$ cat src/rtl/zero_bypass_adder.sv
module zero_bypass_adder #(
  parameter int MAIN_LAT   = 6,
  parameter int CTRL_DEPTH = 8,
  parameter int BYP_DEPTH  = 2
) (
  input  logic        clk,
  input  logic        rst_n,
  input  logic        in_valid,
  output logic        in_ready,
  input  logic [63:0] in_a,
  input  logic [63:0] in_b,
  output logic        out_valid,
  input  logic        out_ready,
  output logic [63:0] out_sum
);
  localparam int CW  = $clog2(CTRL_DEPTH);
  localparam int CCW = $clog2(CTRL_DEPTH + 1);
  localparam int BW  = $clog2(BYP_DEPTH);
  localparam int BCW = $clog2(BYP_DEPTH + 1);

  logic            a_zero, b_zero, op_zero, in_fire, out_fire, head_byp;
  logic [63:0]     byp_res;

  logic            ctrl_mem [CTRL_DEPTH];
  logic [CW-1:0]   ctrl_wr, ctrl_rd;
  logic [CCW-1:0]  ctrl_cnt;

  logic [63:0]     byp_mem [BYP_DEPTH];
  logic [BW-1:0]   byp_wr, byp_rd;
  logic [BCW-1:0]  byp_cnt;

  logic [MAIN_LAT-1:0] pv;
  logic [63:0]     pd [MAIN_LAT];

  logic [63:0]     main_mem [CTRL_DEPTH];
  logic [CW-1:0]   main_wr, main_rd;
  logic [CCW-1:0]  main_cnt;

  logic            byp_push, byp_pop, main_push, main_pop;

  assign a_zero  = ~|in_a[62:0];
  assign b_zero  = ~|in_b[62:0];
  assign op_zero = a_zero | b_zero;
  assign byp_res = (a_zero && b_zero) ? {in_a[63] & in_b[63], 63'b0} :
                   a_zero ? in_b : in_a;

  assign in_ready  = (ctrl_cnt != CCW'(CTRL_DEPTH)) &&
                     (!op_zero || byp_cnt != BCW'(BYP_DEPTH));
  assign in_fire   = in_valid && in_ready;
  assign head_byp  = ctrl_mem[ctrl_rd];
  assign out_valid = (ctrl_cnt != '0) && (head_byp ? byp_cnt != '0 : main_cnt != '0);
  assign out_sum   = head_byp ? byp_mem[byp_rd] : main_mem[main_rd];
  assign out_fire  = out_valid && out_ready;

  assign byp_push  = in_fire && op_zero;
  assign byp_pop   = out_fire && head_byp;
  assign main_push = pv[MAIN_LAT-1];
  assign main_pop  = out_fire && !head_byp;

  // path record: 1 = bypass, 0 = main
  always_ff @(posedge clk) begin
    if (!rst_n) begin
      ctrl_wr  <= '0;
      ctrl_rd  <= '0;
      ctrl_cnt <= '0;
    end else begin
      if (in_fire) begin
        ctrl_mem[ctrl_wr] <= op_zero;
        ctrl_wr <= (ctrl_wr == CW'(CTRL_DEPTH - 1)) ? '0 : ctrl_wr + 1'b1;
      end
      if (out_fire)
        ctrl_rd <= (ctrl_rd == CW'(CTRL_DEPTH - 1)) ? '0 : ctrl_rd + 1'b1;
      ctrl_cnt <= ctrl_cnt + CCW'(in_fire) - CCW'(out_fire);
    end
  end

  always_ff @(posedge clk) begin
    if (!rst_n) begin
      byp_wr  <= '0;
      byp_rd  <= '0;
      byp_cnt <= '0;
    end else begin
      if (byp_push) begin
        byp_mem[byp_wr] <= byp_res;
        byp_wr <= (byp_wr == BW'(BYP_DEPTH - 1)) ? '0 : byp_wr + 1'b1;
      end
      if (byp_pop)
        byp_rd <= (byp_rd == BW'(BYP_DEPTH - 1)) ? '0 : byp_rd + 1'b1;
      byp_cnt <= byp_cnt + BCW'(byp_push) - BCW'(byp_pop);
    end
  end

  // fixed-latency stand-in for the full adder datapath
  always_ff @(posedge clk) begin
    if (!rst_n) pv <= '0;
    else        pv <= {pv[MAIN_LAT-2:0], in_fire && !op_zero};
  end

  always_ff @(posedge clk) begin
    pd[0] <= in_a + in_b;
    for (int i = 1; i < MAIN_LAT; i++) pd[i] <= pd[i-1];
  end

  always_ff @(posedge clk) begin
    if (!rst_n) begin
      main_wr  <= '0;
      main_rd  <= '0;
      main_cnt <= '0;
    end else begin
      if (main_push) begin
        main_mem[main_wr] <= pd[MAIN_LAT-1];
        main_wr <= (main_wr == CW'(CTRL_DEPTH - 1)) ? '0 : main_wr + 1'b1;
      end
      if (main_pop)
        main_rd <= (main_rd == CW'(CTRL_DEPTH - 1)) ? '0 : main_rd + 1'b1;
      main_cnt <= main_cnt + CCW'(main_push) - CCW'(main_pop);
    end
  end

  AST_CTRL_BOUND: assert property (@(posedge clk) disable iff (!rst_n)
    ctrl_cnt <= CCW'(CTRL_DEPTH));
  AST_BYP_BOUND: assert property (@(posedge clk) disable iff (!rst_n)
    byp_cnt <= BCW'(BYP_DEPTH));
  AST_MAIN_NO_OVERFLOW: assert property (@(posedge clk) disable iff (!rst_n)
    main_push |-> (main_cnt < CCW'(CTRL_DEPTH) || main_pop));
  AST_RECORD_MATCH: assert property (@(posedge clk) disable iff (!rst_n)
    int'(ctrl_cnt) == $countones(pv) + int'(main_cnt) + int'(byp_cnt));
  AST_ZERO_TO_BYPASS: assert property (@(posedge clk) disable iff (!rst_n)
    in_fire && op_zero |=> byp_cnt != '0);
  AST_OUT_HOLD: assert property (@(posedge clk) disable iff (!rst_n)
    out_valid && !out_ready |=> out_valid && $stable(out_sum));
endmodule

$ cat config.mk
export PLATFORM = sky130hd
export DESIGN_NAME = zero_bypass_adder
export DESIGN_NICKNAME = d
export VERILOG_FILES = /design/src/rtl/zero_bypass_adder.sv
export SDC_FILE = /design/constraint.sdc
export NUM_CORES = 1
export LEC_CHECK = 0
export BUFFER_PORTS_ARGS = -buffer_cell sky130_fd_sc_hd__clkbuf_2
export CAP_MARGIN = 20
export CORE_MARGIN = 2
export CORE_UTILIZATION = 45
export CTS_BUF_LIST = sky130_fd_sc_hd__clkbuf_8
export CTS_CLUSTER_DIAMETER = 100
export DETAILED_ROUTE_END_ITERATION = 10
export HOLD_SLACK_MARGIN = 0.15
export PLACE_DENSITY = 0.7
export SETUP_SLACK_MARGIN = 0.4
export SLEW_MARGIN = 25
export SYNTH_ARGS = -nofsm -noshare
export SYNTH_HDL_FRONTEND = slang
export SYNTH_SLANG_ARGS = --single-unit
$ cat constraint.sdc
create_clock -name clk -period 22.4 [get_ports clk]
set_input_delay 2.24 -clock clk [delete_from_list [all_inputs] [get_ports clk]]
set_output_delay 2.24 -clock clk [all_outputs]
set_load 0.005 [all_outputs]
==> insert_results.sql, run 1 <==
INSERT INTO impl_metrics (metric_group, metric, value, unit) VALUES
('hold_path', 'path_category_of_the_worst_min_delay_check', 'flip-flop to flip-flop', ''),
('clock_tree', 'clock_tree_from_tritoncts', 'done', ''),
('synth', 'seq_area_frac_synth', '72.8', '%'),
('placed_design', 'inst_count_dp', '3592', ''),
('timing', 'finalSetupTns', '0', 'ns'),
('synth', 'synth-edff-count', '648', ''),
('timing', 'max_slew_margin', '30.4', '%'),
('clock_tree', 'number_of_gates_given_a_new_drive_strength_after_cts', '0', ''),
('global_route', 'gr-usage-all-layers', '20.4', '%'),
('placed_design', 'number_of_port_buffers', '197', ''),
('synth', 'postSynthAreaPerCell', '16.5', 'sq um'),
('clock_tree', 'clkSlewWorstSetupHoldPaths', '0.06', 'ns'),
('worst_setup_path', 'crit_arrival', '4.95', 'ns'),
('status', 'status', 'complete, no violations', ''),
('power_and_ir_drop', 'ir_drop', '0.0622', 'mV'),
('worst_setup_path', 'crit_slowest_cell', 'nor4_1', ''),
('cells_and_area', 'layout_cells_sized_above_1', '23.5', '%'),
('cells_and_area', 'area_delta_synth_final', '15.4', '%'),
('clock_tree', 'cts_htree_levels', '4', ''),
('global_route', 'grt_first_pass_wirelength', '130000', 'um'),
('route', 'ant_nets', '0', ''),
('worst_setup_path', 'cp-endpoint', 'in_ready', ''),
('timing', 'finalWorstSetupSlack', '15.22', 'ns'),
('cells_and_area', 'fin_nets', '2834', ''),
('synth', 'synthFlopType', 'edfxtp_1', ''),
('timing', 'setup_viol_count_final', '0', ''),
('timing', 'max_freq', '139', 'MHz'),
('worst_setup_path', 'worstReg2RegEnd', 'main_cnt[2]', ''),
('route', 'topRoutingLayerUsed', 'met5', ''),
('synth', 'netlist_instances', '2317', ''),
('global_route', 'grt-ovfl-total', '0', ''),
('placed_design', 'dpl.hpwl', '57100', 'um'),
('route', 'wl_met3', '6730', 'um'),
('timing', 'hold_viol_final', '0', ''),
('clock_tree', 'cts-root-to-sink-buffers', '3', ''),
('clock_tree', 'cts.repair_timing.setup_buffer_count', '0', ''),
('die', 'die_height', '296', 'um'),
('synth', 'postSynthNetCount', '2537', ''),
('timing', 'max_slew.worst_pin.slew', '1.03', 'ns'),
('worst_setup_path', 'timing.reg2reg.setup_slack', '18.34', 'ns'),
('route', 'post_drt_via_cell_ratio', '5.37', ''),
('power_and_ir_drop', 'p_per_area', '102', 'mW/mm^2'),
('synth', 'syn_area', '0.0383', 'sq mm'),
('flow_run', 'max_cap_viol_count', '0', ''),
('synth', 'synth_seq_cells', '1069', ''),
('clock_tree', 'holdBufCountCts', '0', ''),
('clock_tree', 'cts.sink_count', '1069', ''),
('global_route', 'vias_in_the_first_global_route', '21400', ''),
('die', 'horizontal_die_dimension', '296', 'um'),
('route', 'route.final.wire_length', '88800', 'um'),
('worst_setup_path', 'worst_ep_required_time', '20.16', 'ns'),
('clock_tree', 'clock_tree.root_cell', 'clkbuf_8', ''),
('route', 'detailedRoute.firstPassIterationCount', '7', ''),
('synth', 'async_flop_share', '0', '%'),
('timing', 'skew', '0.0335', 'ns'),
('worst_setup_path', 'cp-start-kind', 'primary input', ''),
('worst_setup_path', 'cpMostUsedCell', 'clkbuf_2', ''),
('cells_and_area', 'postLayoutCellArea', '0.0442', 'sq mm'),
('placed_design', 'placed_area', '0.0407', 'sq mm'),
('synth', 'synthesis.yosys.warnings', '0', ''),
('timing', 'final_max_slew_viol_count', '0', ''),
('die', 'floorplan.die_area', '0.0875', 'sq mm'),
('clock_tree', 'cts-buffers-inserted', '164', ''),
('route', 'first_iter_violations', '1731', ''),
('global_route', 'antenna_violations_before_repair', '11', ''),
('global_route', 'grt_start_max_net_pins', '85', ''),
('route', 'met2_layer_wire_length_in_the_routed_design', '43800', 'um'),
('worst_setup_path', 'maximum_single_stage_delay_on_the_critical_path', '0.91', 'ns'),
('timing', 'final_period_minus_worst_setup_slack', '7.18', 'ns'),
('power_and_ir_drop', 'leakagePower', '16.0', 'nW'),
('die', 'floorplan.initialDensity', '45.2', '%');
## kinds of logic after synthesis
group	count (synthesis)	synth area share [%]
AO/OA/AOI/OAI	410	7.04
XOR/XNOR	69	1.58
adder cells (fa/ha/maj)	88	2.93
buffers and inverters	129	1.33
flip-flops	1069	72.8
multiplexers	199	9.45
AND/OR/NAND/NOR	353	4.88
## routing by layer
metal / track usage (%) / up-vias
met4: 7.17 / 18
met3: 5.56 / 137
met1: 25.8 / 10524
met2: 33.7 / 730
li1: - / 9536
met5: 0 / -
## per-stage QoR
step	hold WS [ns]	util, %
2_1_floorplan	0.310	-
3_3_place_gp	0.310	48.0
4_1_cts	0.303	52.2
6_report	0.299	52.2
5_1_grt	0.298	52.2
3_5_place_dp	0.312	48.0
## cell type report
class,instances,area [sq um],area share (%)
Multi-Input combinational cell,1119,10000,22.7
Timing Repair Buffer,229,1250,2.83
Inverter,31,116,0.263
Sequential cell,1069,27900,63.1
Antenna cell,2,5.00,0.0113
Clock inverter,115,808,1.83
Tap cell,1144,1430,3.24
Clock buffer,195,2680,6.07
## critical path: cells and delay by family
family | cells | cell delay (ns)
compound gates | 1 | 0.17
buf+inv | 2 | 0.25
simple gates | 4 | 2.28
## power by group
part | switching (mW) | internal (mW) | total (mW)
Clock | 0.755 | 0.900 | 1.65
Combinational | 0.255 | 0.189 | 0.444
Sequential | 0.101 | 2.31 | 2.41
Total | 1.11 | 3.40 | 4.51
## worst min path at each step
| stage | startpoint | end | slack [ns] | depth (start not counted) |
|---|---|---|---|---|
| 3_3_place_gp | pd[1][23] | pd[2][23] | 0.31 | 0 |
| 2_1_floorplan | pd[0][0] | pd[1][0] | 0.31 | 0 |
| 3_5_place_dp | pd[4][42] | pd[5][42] | 0.31 | 0 |
| 6_report | pd[2][0] | pd[3][0] | 0.30 | 0 |
| 4_1_cts | pd[2][0] | pd[3][0] | 0.30 | 0 |
| 5_1_grt | pd[2][0] | pd[3][0] | 0.30 | 0 |
## synth_stat cells (all sizes together), types with 2 or more instances
master    n  share of area [%]
a211oi   67                1.3
a21boi    7               0.14
a21o    100                2.0
a21oi   146                1.9
a221o     2              0.052
a221oi    4               0.14
a31o      2              0.046
a31oi     8               0.17
a41oi     4              0.091
and2     23               0.38
and3      3              0.049
and4      2              0.046
buf      28               0.31
clkbuf   68               0.67
dfxtp   421                 22
edfxtp  648                 51
fa        3               0.16
ha       85                2.8
inv      31               0.30
mux2i    69                1.8
mux4    130                7.6
nand2    76               0.74
nand2b   11               0.18
nand3    18               0.24
nand4    26               0.44
nor2     57               0.56
nor2b    76                1.2
nor3     16               0.22
nor3b     3              0.059
nor4     32               0.52
o211ai    4              0.078
o21a      4              0.078
o21ai    42               0.56
o21bai    5               0.11
o31ai     4              0.091
or2       4              0.065
or3       2              0.046
or4       4              0.088
xnor2    38               0.87
xor2     31               0.71
## placed cells by master, fill, tap and decap left out, drive strengths merged, types with 18 or more instances in the layout
master  netlist  final
mux2i        69     69
clkbuf       68    392
nor4         32     32
a211oi       67     67
nand2        76     76
ha           85     85
clkinv        0     29
xor2         31     31
buf          28     32
nand3        18     18
a21o        100    100
and2         23     23
inv          31    105
a21oi       146    146
nand4        26     26
nor2         57     57
o21ai        42     42
edfxtp      648    648
nor2b        76     76
xnor2        38     38
mux4        130    130
dfxtp       421    421
## registers in the layout, indices dropped and copies added (netlist names), named ones only
register	cells
main_mem	512
pd	384
byp_mem	128
ctrl_mem	8
pv	6
ctrl_cnt	4
main_cnt	4
ctrl_rd	3
ctrl_wr	3
main_rd	3
main_wr	3
byp_cnt	2
byp_rd	1
byp_wr	1
Note: power is estimated with default switching activity, not from simulation.
==> inputs of run 2 (changes only) <==
PLACE_DENSITY = 0.72   (was 0.7)
clock period = 6.3 ns   (was 22.4 ns; I/O delays follow)
==> run 2 against run 1 <==
Cell area increased by 1.5%. Clock skew rose by 0.020 ns. Critical path depth did not move. Sequential cell count did not move. Power rose to 3.5 times the previous value. Clock power rose to 3.3 times the previous value. Combinational power rose to 3.7 times the previous value. Worst setup slack lost 14 ns.
==> insert_results.sql, run 2 (same netlist as run 1, synthesis figures left out) <==
INSERT INTO impl_metrics (metric_group, metric, value, unit) VALUES
('hold_path', 'min_delay_worst_endpoint', 'byp_mem[0][32]', ''),
('worst_setup_path', 'critical_setup_path_kind', 'flip-flop to output pin', ''),
('hold_path', 'hold-path-cell-count', '2', ''),
('route', 'drc_errors', '0', ''),
('global_route', 'grt_first_pass_wirelength', '134000', 'um'),
('route', 'detailedRoute.firstPassIterationCount', '6', ''),
('clock_tree', 'cts_htree_levels', '4', ''),
('timing', 'skew', '0.0537', 'ns'),
('die', 'fp.coreArea', '0.0847', 'sq mm'),
('clock_tree', 'clock_tree_from_tritoncts', 'done', ''),
('die', 'floorplan.die_area', '0.0875', 'sq mm'),
('cells_and_area', 'area_delta_synth_final', '17.2', '%'),
('timing', 'final_period_minus_worst_setup_slack', '5.19', 'ns'),
('worst_setup_path', 'worst-r2r-cell-count', '11', ''),
('die', 'placement_rows', '107', ''),
('placed_design', 'dpl.hpwl', '57900', 'um'),
('clock_tree', 'clock_tree.root_cell', 'clkbuf_8', ''),
('die', 'die_height', '296', 'um'),
('timing', 'finalWorstSetupSlack', '1.11', 'ns'),
('placed_design', 'dp_worst_setup_slack', '1.94', 'ns'),
('die', 'floorplan.initialDensity', '45.2', '%'),
('route', 'post_drt_via_cell_ratio', '5.40', ''),
('timing', 'max_slew_margin', '28.0', '%'),
('status', 'status', 'complete, no violations', ''),
('cells_and_area', 'max_reg_flops', '512', ''),
('clock_tree', 'cts.sink_count', '1069', ''),
('clock_tree', 'cts-buffers-inserted', '162', ''),
('cells_and_area', 'multi_input_comb_area', '0.0100', 'sq mm'),
('timing', 'finalSetupTns', '0', 'ns'),
('cells_and_area', 'fin_nets', '2924', ''),
('timing', 'max_freq', '193', 'MHz'),
('worst_setup_path', 'worst_ep_required_time', '5.67', 'ns'),
('clock_tree', 'clock_latency', '0.82', 'ns'),
('timing', 'final_max_slew_viol_count', '0', ''),
('worst_setup_path', 'worstReg2RegEnd', 'byp_cnt[1]', ''),
('route', 'detailroute.via_count', '21540', ''),
('global_route', 'grt-ovfl-total', '0', ''),
('hold_path', 'worstHoldStart', 'in_b[32]', ''),
('timing', 'max_slew.worst_pin.slew', '1.07', 'ns'),
('placed_design', 'place.gp.congestion', '0.936', ''),
('cells_and_area', 'largest-register', 'main_mem', ''),
('cells_and_area', 'layout.cells.most_common', 'edfxtp_1', ''),
('power_and_ir_drop', 'leakagePower', '16.3', 'nW'),
('power_and_ir_drop', 'p_per_area', '349', 'mW/mm^2'),
('worst_setup_path', 'crit_arrival', '4.56', 'ns'),
('worst_setup_path', 'critical_path.endpoint_type', 'output pin', ''),
('global_route', 'antenna_violations_before_repair', '13', ''),
('clock_tree', 'clkSlewWorstSetupHoldPaths', '0.06', 'ns'),
('power_and_ir_drop', 'ir_drop', '0.195', 'mV'),
('route', 'route.final.wire_length', '90800', 'um'),
('flow_run', 'max_cap_viol_count', '0', ''),
('cells_and_area', 'top_regs', 'main_mem (512), pd (384), byp_mem (128)', ''),
('global_route', 'gr-usage-all-layers', '20.9', '%'),
('placed_design', 'number_of_port_buffers', '197', ''),
('timing', 'min_period_over_period', '82.4', '%'),
('cells_and_area', 'final.fill_count', '6670', ''),
('die', 'i_o_pin_total', '198', ''),
('route', 'first_iter_violations', '1816', ''),
('route', 'routed_wire_length_per_instance', '22.8', 'um'),
('cells_and_area', 'area.sequential', '0.0279', 'sq mm'),
('cells_and_area', 'commonest_cells_after_routing_fill_and_taps_aside', 'edfxtp_1 (648), dfxtp_1 (417), clkbuf_2 (197), clkbuf_8 (188), a21oi_1 (143)', ''),
('hold_path', 'path_category_of_the_worst_min_delay_check', 'primary input to flip-flop', ''),
('global_route', 'vias_in_the_first_global_route', '22126', ''),
('route', 'ant_nets', '0', ''),
('timing', 'setup_viol_count_final', '0', ''),
('die', 'horizontal_die_dimension', '296', 'um'),
('clock_tree', 'cts-root-to-sink-buffers', '3', ''),
('global_route', 'grt_start_max_net_pins', '129', ''),
('clock_tree', 'number_of_gates_given_a_new_drive_strength_after_cts', '0', ''),
('worst_setup_path', 'timing.reg2reg.setup_slack', '2.16', 'ns'),
('worst_setup_path', 'crit_fanout', '66', ''),
('timing', 'setup_repair_after_global_routing_missed_its_margin', 'false', ''),
('timing', 'hold_viol_final', '0', ''),
('worst_setup_path', 'cp-start-kind', 'flip-flop', ''),
('cells_and_area', 'layout_cells_sized_above_1', '21.9', '%');
[run 2: where the power goes]
part           internal, mW  leakage (nW)  switching (mW)
Clock                  2.90          1.93            2.57
Combinational         0.715          5.05           0.921
Sequential             8.21          9.36           0.376
Total                  11.8          16.3            3.87
[run 2: per-layer routing]
layer	GRT usage (%)	wire length, um
met5	0	131
met4	8.94	2910
met3	6.07	7400
met2	33.6	43200
met1	26.4	37200
[run 2: repair_timing]
action,in CTS,in global routing
endpoints found under the hold margin,110,0
setup buffers,0,0
hold buffers,93,0
[run 2: metrics by stage]
stage | std cells | instance area, sq um | power [mW] | hold slack [ns] | utilization [%]
2_1_floorplan | 2317 | 38300 | 9.59 | 0.310 | -
3_3_place_gp | 3591 | 40700 | 10.2 | 0.310 | 48.0
3_5_place_dp | 3591 | 40700 | 10.3 | 0.312 | 48.1
4_1_cts | 3988 | 44900 | 15.8 | 0.150 | 52.9
5_1_grt | 3991 | 44900 | 16.3 | 0.185 | 53.0
6_report | 3991 | 44900 | 15.7 | 0.216 | 53.0
[run 2: final cells by class]
cell class | count | area share (%)
flip-flops and latches | 1069 | 62.2
multi-input cells | 1119 | 22.3
clock buffers | 188 | 5.77
repair buffers | 321 | 4.87
well taps | 1144 | 3.19
clock inverters | 116 | 1.38
inverters | 31 | 0.259
diodes | 3 | 0.0167
[run 2: worst max path at each step]
stage,from,to,slack [ns]
floorplan,rst_n,main_mem[3][0],0.39
global placement,in_b[22],byp_cnt[1],1.81
detailed placement,in_b[37],byp_cnt[1],1.94
CTS,flip-flop,out_sum[63],1.18
global route,flip-flop,out_sum[63],1.02
finish,flip-flop,out_sum[63],1.11
[run 2: worst max-delay path, cell delays in order (launching register included)]
cell      delay, ns
dfxtp_1        0.38
mux4_2         0.54
mux2i_4        0.55
buf_4          0.75
buf_4          0.57
a211oi_1       0.10
a21oi_1        0.48
clkbuf_2       0.22
